--- config.mk ---
export PLATFORM = sky130hd
export DESIGN_NAME = serial_frame_gen
export DESIGN_NICKNAME = d
export VERILOG_FILES = /design/src/rtl/serial_frame_gen.sv
export SDC_FILE = /design/constraint.sdc
export NUM_CORES = 1
export LEC_CHECK = 0
export ABC_AREA = 1
export BUFFER_PORTS_ARGS = -buffer_cell sky130_fd_sc_hd__buf_2
export CORE_ASPECT_RATIO = 0.5
export CORE_MARGIN = 5
export CORE_UTILIZATION = 33
export CTS_CLUSTER_DIAMETER = 100
export DETAILED_ROUTE_END_ITERATION = 6
export GPL_TIMING_DRIVEN = 0
export PLACE_DENSITY = 0.53
export SLEW_MARGIN = 10
export SYNTH_ARGS = -nofsm -noshare
export SYNTH_HDL_FRONTEND = slang
export SYNTH_SLANG_ARGS = --single-unit
--- constraint.sdc ---
create_clock -name clk -period 1.42 [get_ports clk]
set_clock_uncertainty 0.1 [all_clocks]
set_input_delay 0.284 -clock clk [delete_from_list [all_inputs] [get_ports clk]]
set_output_delay 0.284 -clock clk [all_outputs]
set_load 0.02 [all_outputs]
--- src/rtl/serial_frame_gen.sv ---
module serial_frame_gen #(
  parameter int WORD_W    = 16,
  parameter int CELL_CLKS = 10,
  parameter int SAMPLE_AT = 4,
  parameter int LATE_AT   = 9,
  parameter int HIGH_ZERO = 2,
  parameter int HIGH_ONE  = 6,
  parameter int PRE_CLKS  = 4
) (
  input  logic              clk,
  input  logic              rst_n,
  input  logic              req,
  input  logic [1:0]        kind,
  input  logic [WORD_W-1:0] word,
  output logic              line,
  output logic              busy
);
  localparam int NB  = WORD_W + 2;
  localparam int CW  = $clog2(CELL_CLKS + PRE_CLKS);
  localparam int CLW = $clog2(NB + 1);

  logic           in_cell;
  logic [CW-1:0]  cnt;
  logic [CLW-1:0] cells_left;
  logic [NB-1:0]  bits;
  logic           cur, last, cell_end;
  logic [CW-1:0]  hi_len;

  assign cur      = bits[NB-1];
  assign last     = (cells_left == CLW'(1));
  assign cell_end = (cnt == CW'(CELL_CLKS - 1));
  assign hi_len   = cur ? CW'(HIGH_ONE) : CW'(HIGH_ZERO);
  assign line     = !busy ? 1'b1 : !in_cell ? 1'b0 : (last || cnt < hi_len);

  always_ff @(posedge clk) begin
    if (!rst_n) begin
      busy       <= 1'b0;
      in_cell    <= 1'b0;
      cnt        <= '0;
      cells_left <= '0;
      bits       <= '0;
    end else if (!busy) begin
      if (req) begin
        busy    <= 1'b1;
        in_cell <= 1'b0;
        cnt     <= '0;
        if (kind[1]) begin
          cells_left <= CLW'(1);
          bits       <= '0;
        end else begin
          cells_left <= CLW'(NB);
          bits       <= {kind[0], word, 1'b1};
        end
      end
    end else if (!in_cell) begin
      if (cnt == CW'(PRE_CLKS - 1)) begin
        cnt     <= '0;
        in_cell <= 1'b1;
      end else begin
        cnt <= cnt + CW'(1);
      end
    end else if (cell_end) begin
      cnt <= '0;
      if (last) begin
        busy    <= 1'b0;
        in_cell <= 1'b0;
      end else begin
        cells_left <= cells_left - CLW'(1);
        bits       <= {bits[NB-2:0], 1'b0};
      end
    end else begin
      cnt <= cnt + CW'(1);
    end
  end

  p_rise_at_cell_start_r2: assert property (@(posedge clk) disable iff (!rst_n)
    $rose(line) |-> (in_cell && cnt == '0));

  p_sample_level_r3: assert property (@(posedge clk) disable iff (!rst_n)
    (busy && in_cell && cnt == CW'(SAMPLE_AT) && !last) |-> (line == cur));

  p_late_level_r4: assert property (@(posedge clk) disable iff (!rst_n)
    (busy && in_cell && cnt == CW'(LATE_AT)) |-> (line == last));

  p_preamble_low_r8: assert property (@(posedge clk) disable iff (!rst_n)
    (busy && !in_cell) |-> !line);

  p_idle_high_r1: assert property (@(posedge clk) disable iff (!rst_n)
    !busy |-> line);

  p_busy_holds_r9: assert property (@(posedge clk) disable iff (!rst_n)
    (busy && !(in_cell && last && cell_end)) |=> busy);
endmodule

After elaboration in Yosys (flattened, before gate mapping)
Index checks and enable logic that the tools add are counted.
{ "totals": {"ff_bits": 29, "out_inout_bits": 2} }
{ "op_classes": {"n_addsub": 2, "eq_ne": 6, "order_cmp": 1, "reduce_logical": 3, "n_mux": 29} }
{ "ops": {"columns": ["operator", "count"], "rows": [
  ["$mux W18", 6],
  ["$mux W5", 6],
  ["$mux W4", 5],
  ["$mux W1", 11],
  ["$eq A5 B1 Y1 const B", 1],
  ["$sub A5 B1 Y5 const B", 1],
  ["$add A4 B1 Y4 const B", 1],
  ["$eq A4 B2 Y1 const B", 1],
  ["$eq A4 B4 Y1 const B", 1],
  ["$lt A4 B3 Y1", 1],
  ["$ne A2 B1 Y1 const B", 2],
  ["$reduce_and A4 Y1", 1],
  ["$mux W3", 1],
  ["$ne A2 B2 Y1 const B", 1],
  ["$reduce_bool A2 Y1", 1],
  ["$logic_or A1 B1 Y1", 1]
]} }

Logic depth before layout (Yosys ltp)
Gate-level depths: netlist (run 1).
{ "logic_depth": {"depth_word": 5, "mapped_depth": 10, "depth_no_buf": 10} }

Worst setup path before layout (run 1)
OpenSTA, ideal clock, no wires.
{ "synth_path": {"kind": "register to output", "start": "reg cells_left[1]", "end": "out line", "slack_ns": -0.083, "path_stages_with_launch": 7, "t_required_ns": 1.036, "arrival_ns": 1.119, "cell_sequence": "dfxtp_1 > inv_1 > ha_1 > inv_1 > nor2_1 > nand2_1 > o211ai_1"} }
{ "synth_between": {"elab_chain_cells": 4} }
{ "synth_lines": {"columns": ["element", "line", "rtl"], "rows": [
  ["start: declaration", "24", "logic [CLW-1:0] cells_left;"],
  ["start signal: assignment", "51", "cells_left <= CLW'(NB);"],
  ["start signal: assignment", "68", "cells_left <= cells_left - CLW'(1);"],
  ["$eq A5 B1 Y1", "30", "assign last = (cells_left == CLW'(1));"],
  ["$logic_or A1 B1 Y1", "33", "assign line = !busy ? 1'b1 : !in_cell ? 1'b0 : (last || cnt < hi_len);"],
  ["$mux W1 (2 in series)", "33", null],
  ["end: declaration", "15", "output logic line,"]
]} }
No other way between the ends.

Final worst setup path (run 1)
Ends and elaborated chain as after synthesis.

==> results of run 1 <==
## power by group
group	switching (mW)	total [mW]	internal (mW)
sequential	0.0586	0.939	0.880
clock	0.317	0.826	0.509
combinational	0.297	0.550	0.253
## stage by stage
step | total power [mW] | hold slack (ps) | setup WS [ps]
floorplan | 1.21 | 355 | -63.6
global placement | 1.31 | 364 | -258
detailed placement | 1.32 | 371 | -225
CTS | 2.23 | 280 | -367
global route | 2.45 | 290 | -412
finish | 2.31 | 290 | -343
## worst max-delay path, cell delays in order, from the launching register on
cell and delay [ps]:
dfxtp_2 330, inv_2 70, ha_4 120, inv_2 40
nor2_4 100, nand2_2 60, o211ai_1 210, buf_4 180
## cells in the mapped netlist (2+ instances only)
master,instances,area [um^2]
nand3_1,11,55.1
o21ai_0,19,95.1
a21oi_1,11,55.1
o21ai_2,9,78.8
inv_1,31,116
buf_6,2,22.5
buf_2,4,20.0
nor2_1,46,173
ha_1,5,62.6
nand2_1,53,199
o21ai_1,10,50.1
dfxtp_1,29,581
xor2_1,2,17.5
## timing repair
action	4_1_cts	5_1_grt
gates cloned	3	0
pin swaps	9	11
setup endpoints to repair	24	28
setup buffers	7	3
resized for setup	49	41
## per-layer routing
layer | part of all wire | up-vias | track usage | wire [um]
li1 | - | 842 | - | -
met1 | 0.50 | 739 | 0.174 | 2110
met2 | 0.47 | 20 | 0.237 | 1960
met3 | 0.022 | 4 | 0.0370 | 92
met4 | 0.010 | 0 | 0.0486 | 44
met5 | 0 | - | 0 | 0
## worst max-delay path by stage
stage	from	end	slack [ps]	depth (start not counted)
after global routing	cells_left[1]	line	-410	7
final	cells_left[1]	line	-340	7
after detailed placement	cells_left[1]	cells_left[2]	-220	10
after global placement	cells_left[1]	cells_left[1]	-260	10
after CTS	cells_left[1]	line	-370	7
after floorplan	cells_left[1]	line	-60	6
## cell families (layout without fill, tap and decap cells)
family / count (synthesis) / count (layout) / share of synthesized area
AOI/OAI and AO/OA: 50 / 50 / 0.179
adders and majority gates: 5 / 5 / 0.0392
xor gates and xnor gates: 3 / 3 / 0.0165
and+or+nand+nor: 112 / 112 / 0.275
buffers and inverters: 44 / 86 / 0.126
DFF: 29 / 29 / 0.364
## flip-flops by register name (all words and copies together) (netlist names)
signal,cells
cells_left,5
bits,18
in_cell,1
cnt,4
busy,1
## final cells by class
| cell class | count | area [um^2] |
|---|---|---|
| Fill cell | 470 | 2240 |
| Timing Repair Buffer | 35 | 223 |
| Inverter | 33 | 124 |
| Multi-Input combinational cell | 170 | 1040 |
| Clock inverter | 2 | 35.0 |
| Sequential cell | 29 | 593 |
| Buffer | 11 | 118 |
| Tap cell | 66 | 82.6 |
| Clock buffer | 5 | 68.8 |
==> results.md, run 1 <==
* Htree depth at 2
* Fraction of layout cells with a size suffix above 1 at 0.382
* FF-to-FF Start: cells_left[1]
* RSZ-0062 raised after global routing: true
* # placed instances at 331
* Crit share post-route at 1.24
* DRT Pass-1 Iters at 5
* Failing checks: negative setup slack
* Reg-to-reg endpoint: bits[17]
* DIE HEIGHT at 59.2 um
* Pin count of the biggest net entering global routing at 11
* Worst Path Max Fanout at 3
* CTS tree: yes
* Final setup fails at 24
* Netlist cell types at 24
* Final cell count without fillers at 351
* Antenna violations before repair at 0
* Max clock buf depth at 2
* Peak supply drop at 0.396 mV
* Post-placement cell area at 0.00179 mm^2
* Post-layout min period at 1760 ps
* CORE AREA at 0.00453 mm^2
* Synth Register Bits at 29
* Cts bufs inserted at 5
* Area Growth Syn to Fin at 43.3%
* Die width at 108 um
* Worst-path clk slew at 70 ps
* Hold path startpoint: word[12]
* Initial Util at 0.352
* Worst-Skew Late Latency at 280 ps
* Number of enable flip-flop cells after synthesis at 0
* R2R Setup Slk at -240 ps
* DR vias/cell at 4.57
* R2R depth at 12
* Drt total wl at 4.21 mm
* Pwr per Cell Area at 1010 mW/mm^2
* CP Launch Type: register
* Total number of vias at 1,605
* Setup TNS at -5240 ps
* Syn Area/Cell at 6.57 um^2
* Slew Viols, Final at 0
* Hold endpoint: bits[13]
* GR Overflow Total at 0
* WHS Path Cells at 5
* Synthesis warning total at 0
* Antenna-violating nets left at 0
* Synth Flop Type: dfxtp_1
* Hold Violations, Final at 0
* Netlist Area Pre-Place at 0.00160 mm^2
* Clk sinks at 29
* # DRC at 0
* N_diodes at 0
* Syn_nets at 269
* Hpwl dp at 2.66 mm
* Hold_buf cts at 0
* Critical Path End Type: output pin
* Final instance area at 0.00229 mm^2
* Clock Tree Root: clkbuf_8
* Detailed Route Iter0 Violations at 65
* PortBufs at 22
* Max-Cap Viols at 0
* Most common cell after layout, fill and taps aside: nand2_1
* Fraction of registers with async set/reset at 0
* Max Clk Rate at 0.567 GHz
* Slew headroom at 0.702
* Site Rows at 17
* Post-synthesis sequential area ratio at 0.364
* WL per Instance at 12.0 um
* Critical path arrival at 1380 ps
* Vias in the first global route at 1,566
* Tightest Pin Transition at 446 ps
* # nets final at 311
* Most frequent cells in the layout: nand2_1 (43), inv_1 (28), nor2_1 (26)
* Leakage at 1.00 nW
* Cells after synthesis at 243
* Die ar. at 0.00641 mm^2
* Worst Path Class, Setup: register to output pin
* Total GRT Usage at 0.140
* Status: complete, but fails checks
* Critical Path RT at 1040 ps
* Post-Route Utilization at 0.505
* Hold Crit Class: input port to register
* RD Place Congestion at 0.803
* Worst setup margin at -343 ps
* First-pass GRT wire length at 6.98 mm
* IO Count at 23
Power figures use the tool's default switching activity.
==> run 2, diff against run 1 <==
--- a/config.mk
+++ b/config.mk
@@ -13,7 +13,7 @@
 export CTS_CLUSTER_DIAMETER = 100
 export DETAILED_ROUTE_END_ITERATION = 6
 export GPL_TIMING_DRIVEN = 0
-export PLACE_DENSITY = 0.53
+export PLACE_DENSITY = 0.51
 export SLEW_MARGIN = 10
 export SYNTH_ARGS = -nofsm -noshare
 export SYNTH_HDL_FRONTEND = slang
==> constraint.sdc (replaced) <==
create_clock -name clk -period 1.7 [get_ports clk]
set_clock_uncertainty 0.1 [all_clocks]
set_input_delay 0.34 -clock clk [delete_from_list [all_inputs] [get_ports clk]]
set_output_delay 0.34 -clock clk [all_outputs]
set_load 0.02 [all_outputs]
==> run 2 against run 1 <==
Compared with the run above: the run still ends with negative setup slack left; count of clock-buffer cells in the layout grew 1; flip-flop and latch count is the same; core utilization shrank 6.6 points; power shrank 27%; final area shrank 13%; via count shrank 3.9%; hold slack gained 29 ps; register-to-register slack gained 270 ps; worst setup slack gained 290 ps; critical endpoint unchanged; largest cell class unchanged.
==> results.md, run 2 (synthesis results as in run 1) <==
* Final setup fails at 1
* CTS tree: yes
* Hold Crit Class: input port to register
* CP Launch Type: register
* RSZ-0062 raised after global routing: true
* Critical path's top delay family: flip-flops
* Hold path startpoint: req
* Setup TNS at -51.8 ps
* Leakage at 0.917 nW
* Tightest Pin Transition at 491 ps
* Worst-path clk slew at 70 ps
* DRT Pass-1 Iters at 4
* Worst setup margin at -51.8 ps
* Final instance area at 0.00199 mm^2
* Initial Util at 0.352
* Slew headroom at 0.673
* Critical Path RT at 1260 ps
* IO Count at 23
* Clk sinks at 29
* Slew Viols, Final at 0
* Failing checks: negative setup slack
* Pwr per Cell Area at 854 mW/mm^2
* Status: complete, but fails checks
* Reg-to-reg endpoint: bits[15]
* Cts bufs inserted at 5
* Peak supply drop at 0.278 mV
* Drt total wl at 4.01 mm
* First-pass GRT wire length at 6.43 mm
* Total number of vias at 1,542
* Max-Cap Viols at 0
* WL per Instance at 11.6 um
* Total GRT Usage at 0.129
* Crit share post-route at 1.03
* DR vias/cell at 4.48
* R2R Setup Slk at 30 ps
* Worst Path Class, Setup: register to output pin
* Die ar. at 0.00641 mm^2
* Largest register FFs at 18
* Hold Violations, Final at 0
* PortBufs at 22
* Hold_buf cts at 0
* Hold endpoint: busy
* CP startpoint: bits[17]
* Max Clk Rate at 0.571 GHz
* Clock Tree Root: clkbuf_8
* FF-to-FF Start: cells_left[1]
* WHS Path Cells at 3
* Htree depth at 2
* R2R depth at 11
* Leading registers by flop count: bits (18), cells_left (5), cnt (4)
* Hpwl dp at 2.65 mm
* CORE AREA at 0.00453 mm^2
* # DRC at 0
* # placed instances at 331
* Worst stage delay on the critical path at 360 ps
* Crit-path cells: inv_2, ha_4, nand2_1, nand3_1, o211ai_1, buf_4
* Site Rows at 17
* Worst path slowest cell: dfxtp_2
* Pin count of the biggest net entering global routing at 11
* Critical path arrival at 1310 ps
* Area Growth Syn to Fin at 24.7%
* Critical Path End Type: output pin
* RD Place Congestion at 0.764
* Die width at 108 um
* Biggest register: bits
* Most common cell after layout, fill and taps aside: nand2_1
* Worst Path Max Fanout at 2
* DIE HEIGHT at 59.2 um
* Detailed Route Iter0 Violations at 65
* N_diodes at 0
* Sum of buffers and inverters on the critical path at 2
* Vias in the first global route at 1,395
* Post-layout min period at 1750 ps
* GR Overflow Total at 0
* Fraction of layout cells with a size suffix above 1 at 0.245
* Worst-Skew Late Latency at 280 ps
* Most frequent cells in the layout: nand2_1 (51), nor2_1 (45), inv_1 (28)
* Antenna violations before repair at 0
* Antenna-violating nets left at 0
* Final cell count without fillers at 344
* # nets final at 303
* Max clock buf depth at 2
* Post-placement cell area at 0.00179 mm^2
run 2: report_power, final:
part           switching [mW]  internal [mW]
logic                   0.210          0.154
registers              0.0367          0.735
clock network           0.281          0.284
run 2: worst max path at each step:
stage	end	slack, ps	cells past startpoint
2_1_floorplan	line	140	6
3_3_place_gp	cells_left[1]	60	10
3_5_place_dp	bits[4]	50	8
4_1_cts	line	-90	7
5_1_grt	line	-140	7
6_report	line	-50	6
run 2: metal layers:
metal	wire length (um)	GRT usage	vias to the layer above
met5	0	0	-
met4	27	0.0324	0
met3	145	0.0337	2
met2	1740	0.208	21
met1	2100	0.172	696
li1	-	-	823
run 2: timing repair:
action,in CTS,in global routing
cloned,0,1
buffers inserted,4,0
endpoints found under the hold margin,0,0
pin swaps,2,4
setup endpoints to repair,1,23
resized for setup,12,20
run 2: area by class of cell:
cell class / instances / area [um^2]
repair buffers: 27 / 154
clock buffers: 6 / 72.6
flip-flops and latches: 29 / 589
well taps: 66 / 82.6
plain buffers: 11 / 93.8
inverters: 33 / 124
fillers: 488 / 2540
multi-input cells: 170 / 865
clock inverters: 2 / 10.0
run 2: through the flow:
step                hold slack, ps  power, mW  worst slack (ps)  utilization
floorplan                      355       1.01               141            -
global placement               365       1.10              64.6        0.395
detailed placement             372       1.10              49.2        0.395
CTS                            301       1.68             -94.1        0.426
global route                   348       1.79              -135        0.439
finish                         320       1.70             -51.8        0.439
run 2: worst reg2reg max path, cell delays in order, from the launching register on:
cell,delay [ps]
dfxtp_2,340
inv_2,50
ha_4,140
inv_2,60
nor2_4,30
buf_4,130
buf_4,130
nand3_1,110
nand3_4,140
buf_8,170
o21ai_1,130
nor2_1,60
